--- src/rtl/flash_seq_pkg.sv ---
package flash_seq_pkg;
  localparam int FS_AW = 16;
  localparam int FS_DW = 8;

  typedef logic [FS_AW-1:0] faddr_t;
  typedef logic [FS_DW-1:0] fbyte_t;

  typedef enum logic [1:0] {
    OP_IDLE  = 2'd0,
    OP_WRITE = 2'd1,
    OP_ERASE = 2'd2
  } op_state_t;

  // Address lands in the remapped scratchpad window
  function automatic logic scratch_hit(faddr_t a, logic en, int unsigned bytes);
    return en && (a < faddr_t'(bytes));
  endfunction

  // First address of the sector holding a
  function automatic faddr_t sector_base(faddr_t a, int unsigned bytes);
    return a & ~faddr_t'(bytes - 1);
  endfunction

  // Flash cells can only go from 1 to 0
  function automatic fbyte_t clear_only(fbyte_t stored, fbyte_t incoming);
    return stored & incoming;
  endfunction
endpackage

--- src/rtl/flash_op_timer.sv ---
module flash_op_timer
  import flash_seq_pkg::*;
#(
  parameter int unsigned WRITE_CYCLES = 10000,
  parameter int unsigned ERASE_CYCLES = 2400000
) (
  input  logic clk,
  input  logic rst_n,
  input  logic start,
  input  logic start_erase,
  output logic busy,
  output logic done,
  output logic is_erase
);
  localparam int unsigned LONGEST = (ERASE_CYCLES > WRITE_CYCLES) ? ERASE_CYCLES : WRITE_CYCLES;
  localparam int CW = $clog2(LONGEST + 1);
  localparam logic [CW-1:0] WR_LAST = CW'(WRITE_CYCLES - 1);
  localparam logic [CW-1:0] ER_LAST = CW'(ERASE_CYCLES - 1);

  op_state_t       st;
  logic [CW-1:0]   remain;

  always_ff @(posedge clk) begin
    if (!rst_n) begin
      st     <= OP_IDLE;
      remain <= '0;
    end else begin
      case (st)
        OP_IDLE: begin
          if (start) begin
            st     <= start_erase ? OP_ERASE : OP_WRITE;
            remain <= start_erase ? ER_LAST : WR_LAST;
          end
        end
        default: begin
          if (remain == '0) st <= OP_IDLE;
          else remain <= remain - CW'(1);
        end
      endcase
    end
  end

  assign busy     = (st != OP_IDLE);
  assign is_erase = (st == OP_ERASE);
  assign done     = busy && (remain == '0);
endmodule

--- src/rtl/flash_irq_hold.sv ---
module flash_irq_hold #(
  parameter int unsigned IRQ_N = 8
) (
  input  logic             clk,
  input  logic             rst_n,
  input  logic             busy,
  input  logic [IRQ_N-1:0] irq_in,
  output logic [IRQ_N-1:0] irq_out
);
  logic [IRQ_N-1:0] held;

  always_ff @(posedge clk) begin
    if (!rst_n)    held <= '0;
    else if (busy) held <= held | irq_in;
    else           held <= '0;
  end

  assign irq_out = busy ? '0 : (held | irq_in);
endmodule

--- src/rtl/flash_addr_map.sv ---
module flash_addr_map
  import flash_seq_pkg::*;
#(
  parameter int unsigned SCRATCH_BYTES = 128
) (
  input  faddr_t addr,
  input  logic   scr_en,
  output logic   hit,
  output faddr_t phys
);
  assign hit  = scratch_hit(addr, scr_en, SCRATCH_BYTES);
  assign phys = hit ? (addr & faddr_t'(SCRATCH_BYTES - 1)) : addr;
endmodule

--- src/rtl/flash_seq_ctrl.sv ---
module flash_seq_ctrl
  import flash_seq_pkg::*;
#(
  parameter int unsigned WRITE_CYCLES  = 10000,
  parameter int unsigned ERASE_CYCLES  = 2400000,
  parameter int unsigned SECTOR_BYTES  = 512,
  parameter int unsigned SCRATCH_BYTES = 128,
  parameter int unsigned IRQ_N         = 8
) (
  input  logic             clk,
  input  logic             rst_n,
  input  logic [2:0]       prog_ctl,
  input  logic             req_valid,
  input  logic             req_erase,
  input  logic [FS_AW-1:0] cpu_addr,
  input  logic [FS_DW-1:0] req_data,
  output logic [FS_DW-1:0] cpu_rdata,
  input  logic             fetch_valid,
  input  logic [FS_AW-1:0] fetch_addr,
  output logic             fetch_fault,
  input  logic [IRQ_N-1:0] irq_in,
  output logic [IRQ_N-1:0] irq_out,
  output logic             stall,
  output logic             busy,
  output logic [FS_AW-1:0] fl_addr,
  output logic             fl_scratch,
  input  logic [FS_DW-1:0] fl_rdata,
  output logic [FS_DW-1:0] fl_wdata,
  output logic             fl_we,
  output logic             fl_erase
);
  localparam int CTL_WR  = 0;
  localparam int CTL_ER  = 1;
  localparam int CTL_SCR = 2;

  // Named internal events (observed by the bound checker)
  logic   op_start;
  logic   op_done;
  logic   op_erase;
  logic   data_hit;
  faddr_t data_phys;

  faddr_t addr_q;
  fbyte_t data_q;
  logic   scr_q;

  flash_addr_map #(.SCRATCH_BYTES(SCRATCH_BYTES)) u_map (
    .addr   (cpu_addr),
    .scr_en (prog_ctl[CTL_SCR]),
    .hit    (data_hit),
    .phys   (data_phys)
  );

  assign op_start = req_valid && !busy &&
                    (req_erase ? prog_ctl[CTL_ER] : prog_ctl[CTL_WR]);

  flash_op_timer #(
    .WRITE_CYCLES (WRITE_CYCLES),
    .ERASE_CYCLES (ERASE_CYCLES)
  ) u_timer (
    .clk         (clk),
    .rst_n       (rst_n),
    .start       (op_start),
    .start_erase (req_erase),
    .busy        (busy),
    .done        (op_done),
    .is_erase    (op_erase)
  );

  flash_irq_hold #(.IRQ_N(IRQ_N)) u_irq (
    .clk     (clk),
    .rst_n   (rst_n),
    .busy    (busy),
    .irq_in  (irq_in),
    .irq_out (irq_out)
  );

  always_ff @(posedge clk) begin
    if (!rst_n) begin
      addr_q <= '0;
      data_q <= '0;
      scr_q  <= 1'b0;
    end else if (op_start) begin
      addr_q <= data_phys;
      data_q <= req_data;
      scr_q  <= data_hit;
    end
  end

  always_comb begin
    if (!busy) begin
      fl_addr    = data_phys;
      fl_scratch = data_hit;
    end else begin
      fl_scratch = scr_q;
      if (!op_erase)  fl_addr = addr_q;
      else if (scr_q) fl_addr = '0;
      else            fl_addr = sector_base(addr_q, SECTOR_BYTES);
    end
  end

  assign stall       = busy;
  assign fl_we       = op_done && !op_erase;
  assign fl_erase    = op_done && op_erase;
  assign fl_wdata    = clear_only(fl_rdata, data_q);
  assign cpu_rdata   = fl_rdata;
  assign fetch_fault = fetch_valid && scratch_hit(fetch_addr, prog_ctl[CTL_SCR], SCRATCH_BYTES);
endmodule

--- config.mk ---
export PLATFORM = sky130hd
export DESIGN_NAME = flash_seq_ctrl
export DESIGN_NICKNAME = d
export VERILOG_FILES = /design/src/rtl/flash_seq_pkg.sv /design/src/rtl/flash_op_timer.sv /design/src/rtl/flash_irq_hold.sv /design/src/rtl/flash_addr_map.sv /design/src/rtl/flash_seq_ctrl.sv
export SDC_FILE = /design/constraint.sdc
export NUM_CORES = 1
export LEC_CHECK = 0
export ABC_AREA = 1
export BUFFER_PORTS_ARGS = -buffer_cell sky130_fd_sc_hd__buf_4
export CORE_MARGIN = 2
export CORE_UTILIZATION = 39
export CTS_CLUSTER_SIZE = 12
export DETAILED_ROUTE_END_ITERATION = 16
export PLACE_DENSITY = 0.76
export SLEW_MARGIN = 0
export SYNTH_ARGS = -nofsm -noshare
export SYNTH_HDL_FRONTEND = slang
export SYNTH_SLANG_ARGS = --single-unit
--- constraint.sdc ---
create_clock -name clk -period 1.8 [get_ports clk]
set_clock_uncertainty 0.15 [all_clocks]
set_input_delay 0.36 -clock clk [delete_from_list [all_inputs] [get_ports clk]]
set_output_delay 0.36 -clock clk [all_outputs]
set_load 0.02 [all_outputs]
== Word-level counts from Yosys, hierarchy flattened ==
Index checks and enable logic that the tools add are counted.

* $add $sub $neg: 1
* Order comparisons: 2
* Equal/unequal tests: 3
* Multiplexer cells: 15
* Bitwise operators: 2
* Reductions and logical operators: 17

{| class="wikitable"
|+ Operators with widths
! kind !! count
|-
| $mux 22 || 4
|-
| $mux 16 || 4
|-
| $lt 16x8->1 const B || 2
|-
| $logic_not 22->1 || 1
|-
| $sub 22x1->22 const B || 1
|-
| $and 8x8->8 || 1
|-
| $logic_and 1x1->1 || 8
|-
| $mux 2 || 4
|-
| $mux 8 || 1
|-
| $or 8x8->8 || 1
|-
| $reduce_and 2->1 || 3
|-
| $ne 2x2->1 const B || 2
|-
| $reduce_bool 2->1 || 2
|-
| $eq 2x2->1 const B || 1
|-
| $logic_not 1->1 || 2
|-
| $logic_not 2->1 || 1
|-
| $mux 1 || 2
|}

* Bits in registers: 57
* Bits of input ports: 64
* Output and inout port bits: 46

== Logic depth before layout (Yosys ltp) ==
Gate-level depths: netlist of run 1.

* Depth after elaboration: 6
* Depth in mapped cells: 11

== By module ==
A second synthesis of run 1 with hierarchy kept.

* Cell total of the unflattened synthesis: 548
* Area, all modules: 3474.6 µm²

{| class="wikitable"
|+ Modules (own cells, without submodules)
! module !! instances !! cells each !! area an instance (µm²)
|-
| flash_seq_ctrl || 1 || 246 || 1547.7
|-
| flash_op_timer || 1 || 244 || 1535.2
|-
| flash_irq_hold || 1 || 34 || 272.8
|-
| flash_addr_map || 1 || 24 || 118.9
|}

== Worst setup path after synthesis of run 1 ==
Ideal clock, no wire load.

* Path type: reg-to-output
* From: reg u_timer.st[0]
* To: out fl_addr[13]
* Data arrival time: 1.498 ns
* Data required time: 1.290 ns
* Path slack: -0.208 ns
* Stages on the path, launching flop included: 6
* Buffers on the path: 2
* Path through: dfxtp_1 nor2_2 inv_2 buf_2 buf_1 o21ai_0

* Cells in the longest elaborated chain, start to end: 3
* Elaborated cells on any way between the ends: 4

{| class="wikitable"
|+ RTL lines
! item !! RTL line !! RTL
|-
| start: declaration || flash_op_timer.sv:20 || <nowiki>op_state_t st;</nowiki>
|-
| start signal: assignment || flash_op_timer.sv:31 || <nowiki>st <= start_erase ? OP_ERASE : OP_WRITE;</nowiki>
|-
| $eq 2x2->1 || flash_op_timer.sv:44 || <nowiki>assign is_erase = (st == OP_ERASE);</nowiki>
|-
| $mux 16 || flash_seq_ctrl.sv:96 || <nowiki>if (!op_erase) fl_addr = addr_q;</nowiki>
|-
| $mux 16 * || flash_seq_ctrl.sv:91 || <nowiki>if (!busy) begin</nowiki>
|-
| end: declaration || flash_seq_ctrl.sv:25 || <nowiki>output logic [FS_AW-1:0] fl_addr,</nowiki>
|}

Every way passes the cells marked *; elsewhere a longest branch is shown, timed or not.

== Final worst setup path of run 1 ==
* From: reg u_timer.remain[11]
* To: out fl_we

* Cells in the longest elaborated chain, start to end: 3

{| class="wikitable"
|+ RTL lines
! item !! RTL line !! RTL
|-
| start: declaration || flash_op_timer.sv:21 || <nowiki>logic [CW-1:0] remain;</nowiki>
|-
| start signal: assignment || flash_op_timer.sv:32 || <nowiki>remain <= start_erase ? ER_LAST : WR_LAST;</nowiki>
|-
| start signal: assignment || flash_op_timer.sv:37 || <nowiki>else remain <= remain - CW'(1);</nowiki>
|-
| $logic_not 22->1 || flash_op_timer.sv:45 || <nowiki>assign done = busy && (remain == '0);</nowiki>
|-
| $logic_and 1x1->1 || flash_op_timer.sv:45 ||
|-
| $logic_and 1x1->1 || flash_seq_ctrl.sv:103 || <nowiki>assign fl_we = op_done && !op_erase;</nowiki>
|-
| end: declaration || flash_seq_ctrl.sv:29 || <nowiki>output logic fl_we,</nowiki>
|}

Every way passes these cells.

==> results of run 1 <==
==> where the power goes <==
group / total [mW] / leakage, nW / internal, mW / switching [mW]
logic: 1.71 / 1.70 / 0.773 / 0.938
registers: 1.43 / 0.468 / 1.36 / 0.0730
clock network: 1.49 / 0.124 / 0.921 / 0.565
==> final timing paths <==
check / start / end / slack (ns) / depth (start not counted)
hold reg to reg: addr_q[9] / addr_q[9] / 0.34 / 2
setup reg to reg: u_timer.remain[11] / u_timer.remain[18] / -0.07 / 11
hold / removal: req_erase / u_timer.st[0] / 0.11 / 2
setup / recovery: u_timer.remain[11] / fl_we / -0.17 / 6
==> placed cells by master (no fill, tap or decap), types with 3 or more instances in the layout <==
cell type and n:
a21oi_1 21, a21oi_2 17, buf_12 4, buf_4 125, buf_6 21, bufinv_16 3, clkbuf_8 9, dfxtp_1 51
dfxtp_2 6, inv_1 64, inv_2 6, nand2_1 78, nand2_2 6, nand3_1 21, nand3_2 5, nand4_1 6
nor2_1 54, nor2_2 11, nor2_4 11, o21ai_0 22, o21ai_1 5, o21ai_2 5, o22ai_1 11, o22ai_2 5
o22ai_4 4, or2_2 3, xnor2_1 4, xor2_1 3
==> logic make-up (layout without fill, tap and decap cells) <==
kind of cell / count (synthesis) / after routing / synth area share, %
and+or+nand+nor: 209 / 209 / 30.3
adders and majority gates: 1 / 1 / 0.406
buffers and inverters: 96 / 242 / 13.5
AOI/OAI and AO/OA: 93 / 93 / 16.7
DFF: 57 / 57 / 37.0
xor gates and xnor gates: 7 / 7 / 1.99
==> state kept, by name, summed over array words and instances (netlist names) <==
signal,flops
addr_q,16
data_q,8
scr_q,1
u_irq.held,8
u_timer.remain,22
u_timer.st,2
==> routing by layer <==
metal  vias to the layer above  track usage, %  wire [um]
met1                      1667            26.5       3840
met2                       179            41.7       5150
met3                        30            4.88        746
met4                         0            10.4        282
met5                         -               0          0
li1                       1761               -          -
==> critical path, cell delays in order (launching register included) <==
cell and delay, ns:
dfxtp_1 0.33, nor2_2 0.18, nand2_2 0.11, nor2_4 0.13, nand3_4 0.12, nor2_4 0.12, buf_6 0.12
==> through the flow <==
stage          std cells  instance area, um^2  total power, mW  utilization [%]  hold WS [ns]
3_3_place_gp         676                 4180             2.75             54.4         0.290
4_1_cts              708                 4830             4.46             62.8        0.0907
2_1_floorplan        463                 3140             2.28                -         0.279
5_1_grt              711                 5000             4.83             65.0         0.118
6_report             711                 5000             4.63             65.0         0.105
3_5_place_dp         676                 4180             2.79             54.4         0.299
==> final cells by class <==
type | count | area (um^2) | share of cell area [%]
Clock buffer | 9 | 124 | 2.48
Inverter | 73 | 287 | 5.74
Multi-Input combinational cell | 310 | 1850 | 37.1
Sequential cell | 57 | 1150 | 23.0
Timing Repair Buffer | 153 | 1340 | 26.8
Tap cell | 102 | 128 | 2.55
Clock inverter | 7 | 118 | 2.35
==> repair_timing <==
action	in CTS	in global routing
pin swaps	8	3
setup buffers	14	2
resized for setup	64	33
endpoints found under the setup margin	30	49
endpoints found under the hold margin	0	0
cloned	2	1
==> impl_metrics.toml, run 1 <==
[routing]
postRouteAntennaNets = 0
routed_via_density = 5.12
drcViolationCount = 0
route.vias.total = 3637
drt_iter0_drc = 236
wirelength_mm = 10.0
wl_per_cell_um = 14.1
firstDrtPassIters = 6

[finish]
area_growth_pct = 62.0
nNetsFinal = 669
diodes = 0
drive_gt1_share_pct = 42.5
fillers = 588

[clock_tree]
cts.sinks = 57
cts_htree_levels = 3
cts_buffer_depth = 2
cts_hold_buf = 0
clk_latency_ns = 0.35
cts_tree = "done"
root_buffer = "clkbuf_8"
cts_buffers = 9
clkTransAtPathRegs_ns = 0.07

[worst_setup_path]
critPathKind = "register to primary output"
required_ns = 1.29
critPathLaunchType = "register"
crit_arrival_ns = 1.46
cp-end-kind = "primary output"
worstPathMaxFanout = 3

[grt]
grt_pass1_vias = 3595
gr-usage-all-layers_pct = 23.3
grt_pass1_wl_mm = 16.2
grt_max_degree = 24
grt_overflow = 0
antenna_found_initial = 0

[floorplan]
start_util_pct = 40.1
die_area_mm2 = 0.00864
core_area_mm2 = 0.00769
io_pins = 110
row_count = 32
die_h_um = 92.9
die_width_um = 92.9

[synth]
synth_ff_type = "dfxtp_1"
synth_nets = 528
synth-edff-count = 0
syn_area_mm2 = 0.00308
async_reset_ff_share_pct = 0
synth_top_area_share_pct = 37.0
synth_seq_cells = 57
yosysUniqueCellTypes = 35
yosysSeqAreaShare_pct = 37.0
synth_top_cell_by_area = "dfxtp_1"
ys_top_cells_by_count = "80 x nand2_1, 69 x nor2_1, 68 x inv_1"
postSynthAreaPerCell_um2 = 6.66
yosysMostFrequentCell = "nand2_1"
netlist_instances = 463
yosys_warnings = 0
synth_area_leaders = "dfxtp_1 37%, nand2_1 9.7%, nor2_1 8.4%"

[sta]
slew_viol_final = 0
relSlewSlack_pct = 76.8
fmax_mhz = 509
tightestPinTransition_ns = 0.345
finalCritPeriodShare_pct = 109
period_needed_ns = 1.97
rsz0062_at_grt = "true"
setup_slack_ns = -0.166
finalSetupViolations = 38
hold_viol_final = 0
fin_tns_setup_ns = -2.82

[place]
dp_hpwl_mm = 6.44
dpl_worst_slack_ns = 0.0231
port_buffers = 102
place_congestion = 0.880

[pwr]
leakage_nw = 2.30
ir_drop_uv = 686
power_density_mw_per_mm2 = 927

[min_path]
hold_class = "primary input to register"

[outcome]
violations = "negative setup slack"
status = "complete, but fails checks"

[job]
cap_violations = 0
Note: power is estimated with default switching activity, not from simulation.
==> run 2: changes to the inputs <==
CELL_PAD_IN_SITES_DETAIL_PLACEMENT = 0   (was default)
CELL_PAD_IN_SITES_GLOBAL_PLACEMENT = 1   (was default)
CORE_UTILIZATION = 31   (was 39)
PLACE_DENSITY = 0.85   (was 0.76)
RECOVER_POWER = 25   (was default)
==> run 2 against run 1 <==
  * Core utilization down 10 points
  * The flow still finishes with violations (negative setup slack)
  * Sequential share of layout area down 1.1 points
  * Die area up 25%
  * Non-clock buffer count up 11
  * Register-to-register slack worse by 0.06 ns
  * Combinational power up 12%
  * Power down 1.3%
  * Final area up 7.0%
  * Via count down 1.2%
  * Global-route usage down 5.0 points
  * Critical path depth up 1
==> impl_metrics.toml, run 2 (same netlist as run 1, synthesis figures left out) <==
[outcome]
status = "complete, but fails checks"
violations = "negative setup slack"

[grt]
grt_max_degree = 20
grt_pass1_vias = 3406
gr-usage-all-layers_pct = 18.4
antenna_found_initial = 0
grt_pass1_wl_mm = 16.1
grt_overflow = 0

[clock_tree]
root_buffer = "clkbuf_8"
clkTransAtPathRegs_ns = 0.07
cts_tree = "done"
cts_htree_levels = 3
cts_buffers = 9
clk_latency_ns = 0.34
cts.sinks = 57
cts_buffer_depth = 2
cts_hold_buf = 0

[floorplan]
die_width_um = 104
die_h_um = 104
start_util_pct = 31.7
core_area_mm2 = 0.00973
row_count = 36
die_area_mm2 = 0.0108
io_pins = 110

[finish]
largest_register_ffs = 22
layout_common_cells = "115 x buf_4, 74 x nand2_1, 64 x inv_1, 46 x nor2_1, 44 x dfxtp_1"
reg_top3 = "u_timer.remain: 22 flops, addr_q: 16 flops"
final_core_util_pct = 54.9
area_growth_pct = 73.3
fillers = 909
final_common_cell = "buf_4"
drive_gt1_share_pct = 46.6
multi_input_area_mm2 = 0.00204
seq_area_mm2 = 0.00117
diodes = 0
nNetsFinal = 681
design_area_mm2 = 0.00535
top_register = "u_timer.remain"

[routing]
route.vias.total = 3594
routed_via_density = 4.77
drcViolationCount = 0
wl_per_cell_um = 14.3
firstDrtPassIters = 4
drt_iter0_drc = 147
postRouteAntennaNets = 0
wirelength_mm = 10.7

[place]
port_buffers = 102
place_area_mm2 = 0.00417
dp_hpwl_mm = 6.69
place_congestion = 0.913

[job]
cap_violations = 0

[sta]
rsz0062_at_grt = "true"
tightestPinTransition_ns = 0.379
fmax_mhz = 510
period_needed_ns = 1.96
finalSetupViolations = 45
setup_slack_ns = -0.159
relSlewSlack_pct = 74.6
slew_viol_final = 0
hold_viol_final = 0
finalCritPeriodShare_pct = 109

[pwr]
power_density_mw_per_mm2 = 855
leakage_nw = 2.36
ir_drop_uv = 535

[min_path]
hold_start = "req_erase"
hold_class = "primary input to register"

[worst_setup_path]
worstPathMaxFanout = 3
required_ns = 1.29
critPathLaunchType = "register"
worstReg2RegStart = "u_timer.remain[0]"
crit_arrival_ns = 1.45
cp-end-kind = "primary output"
critPathKind = "register to primary output"
critPathLaunch = "u_timer.remain[0]"
## run 2: layout make-up
type	instances	share of cell area, %
Multi-Input combinational cell	310	38.1
Timing Repair Buffer	164	27.4
Sequential cell	57	21.9
Inverter	73	5.50
Tap cell	133	3.11
Clock buffer	10	2.57
Clock inverter	5	1.05
Timing Repair inverter	1	0.304
## run 2: repair_timing
action,in CTS,in global routing
gates resized for setup,84,86
setup endpoints to repair,31,69
setup buffers,23,11
cloned,3,5
pin swaps,12,24
hold endpoints to repair,0,0
## run 2: stage by stage
stage	TNS [ns]	hold WS [ns]	worst slack (ns)	cells	total power, mW
after detailed placement	0	0.300	0.00497	704	2.78
after floorplan	-1.32	0.279	-0.0975	463	2.28
after global placement	0	0.290	0.0207	704	2.76
after CTS	-3.11	0.0849	-0.148	745	4.30
after global routing	-7.00	0.0979	-0.206	753	4.80
final	-4.44	0.111	-0.159	753	4.57
## run 2: power breakdown
group / internal (mW) / switching, mW
Combinational: 0.887 / 1.03
Clock: 0.666 / 0.538
Sequential: 1.36 / 0.0848
Total: 2.91 / 1.66
## run 2: worst paths after layout
kind	end	slack, ns	cells after the start
hold / removal	u_timer.st[0]	0.11	2
hold reg to reg	addr_q[9]	0.32	2
setup reg to reg	u_timer.remain[16]	-0.13	14
setup / recovery	fl_erase	-0.16	7
## run 2: critical path: stages (launching register included)
cell and delay (ns):
dfxtp_2 0.33, inv_2 0.07, ha_4 0.14, nand2_4 0.06, nor2_4 0.14, nand3_4 0.13
nor2_4 0.11, buf_6 0.12
## run 2: per-layer routing
metal | track usage, % | up-vias | routed length, um
li1 | - | 1792 | -
met1 | 21.1 | 1674 | 4090
met2 | 32.4 | 109 | 5790
met3 | 5.41 | 19 | 623
met4 | 6.47 | 0 | 235
met5 | 0 | - | 0
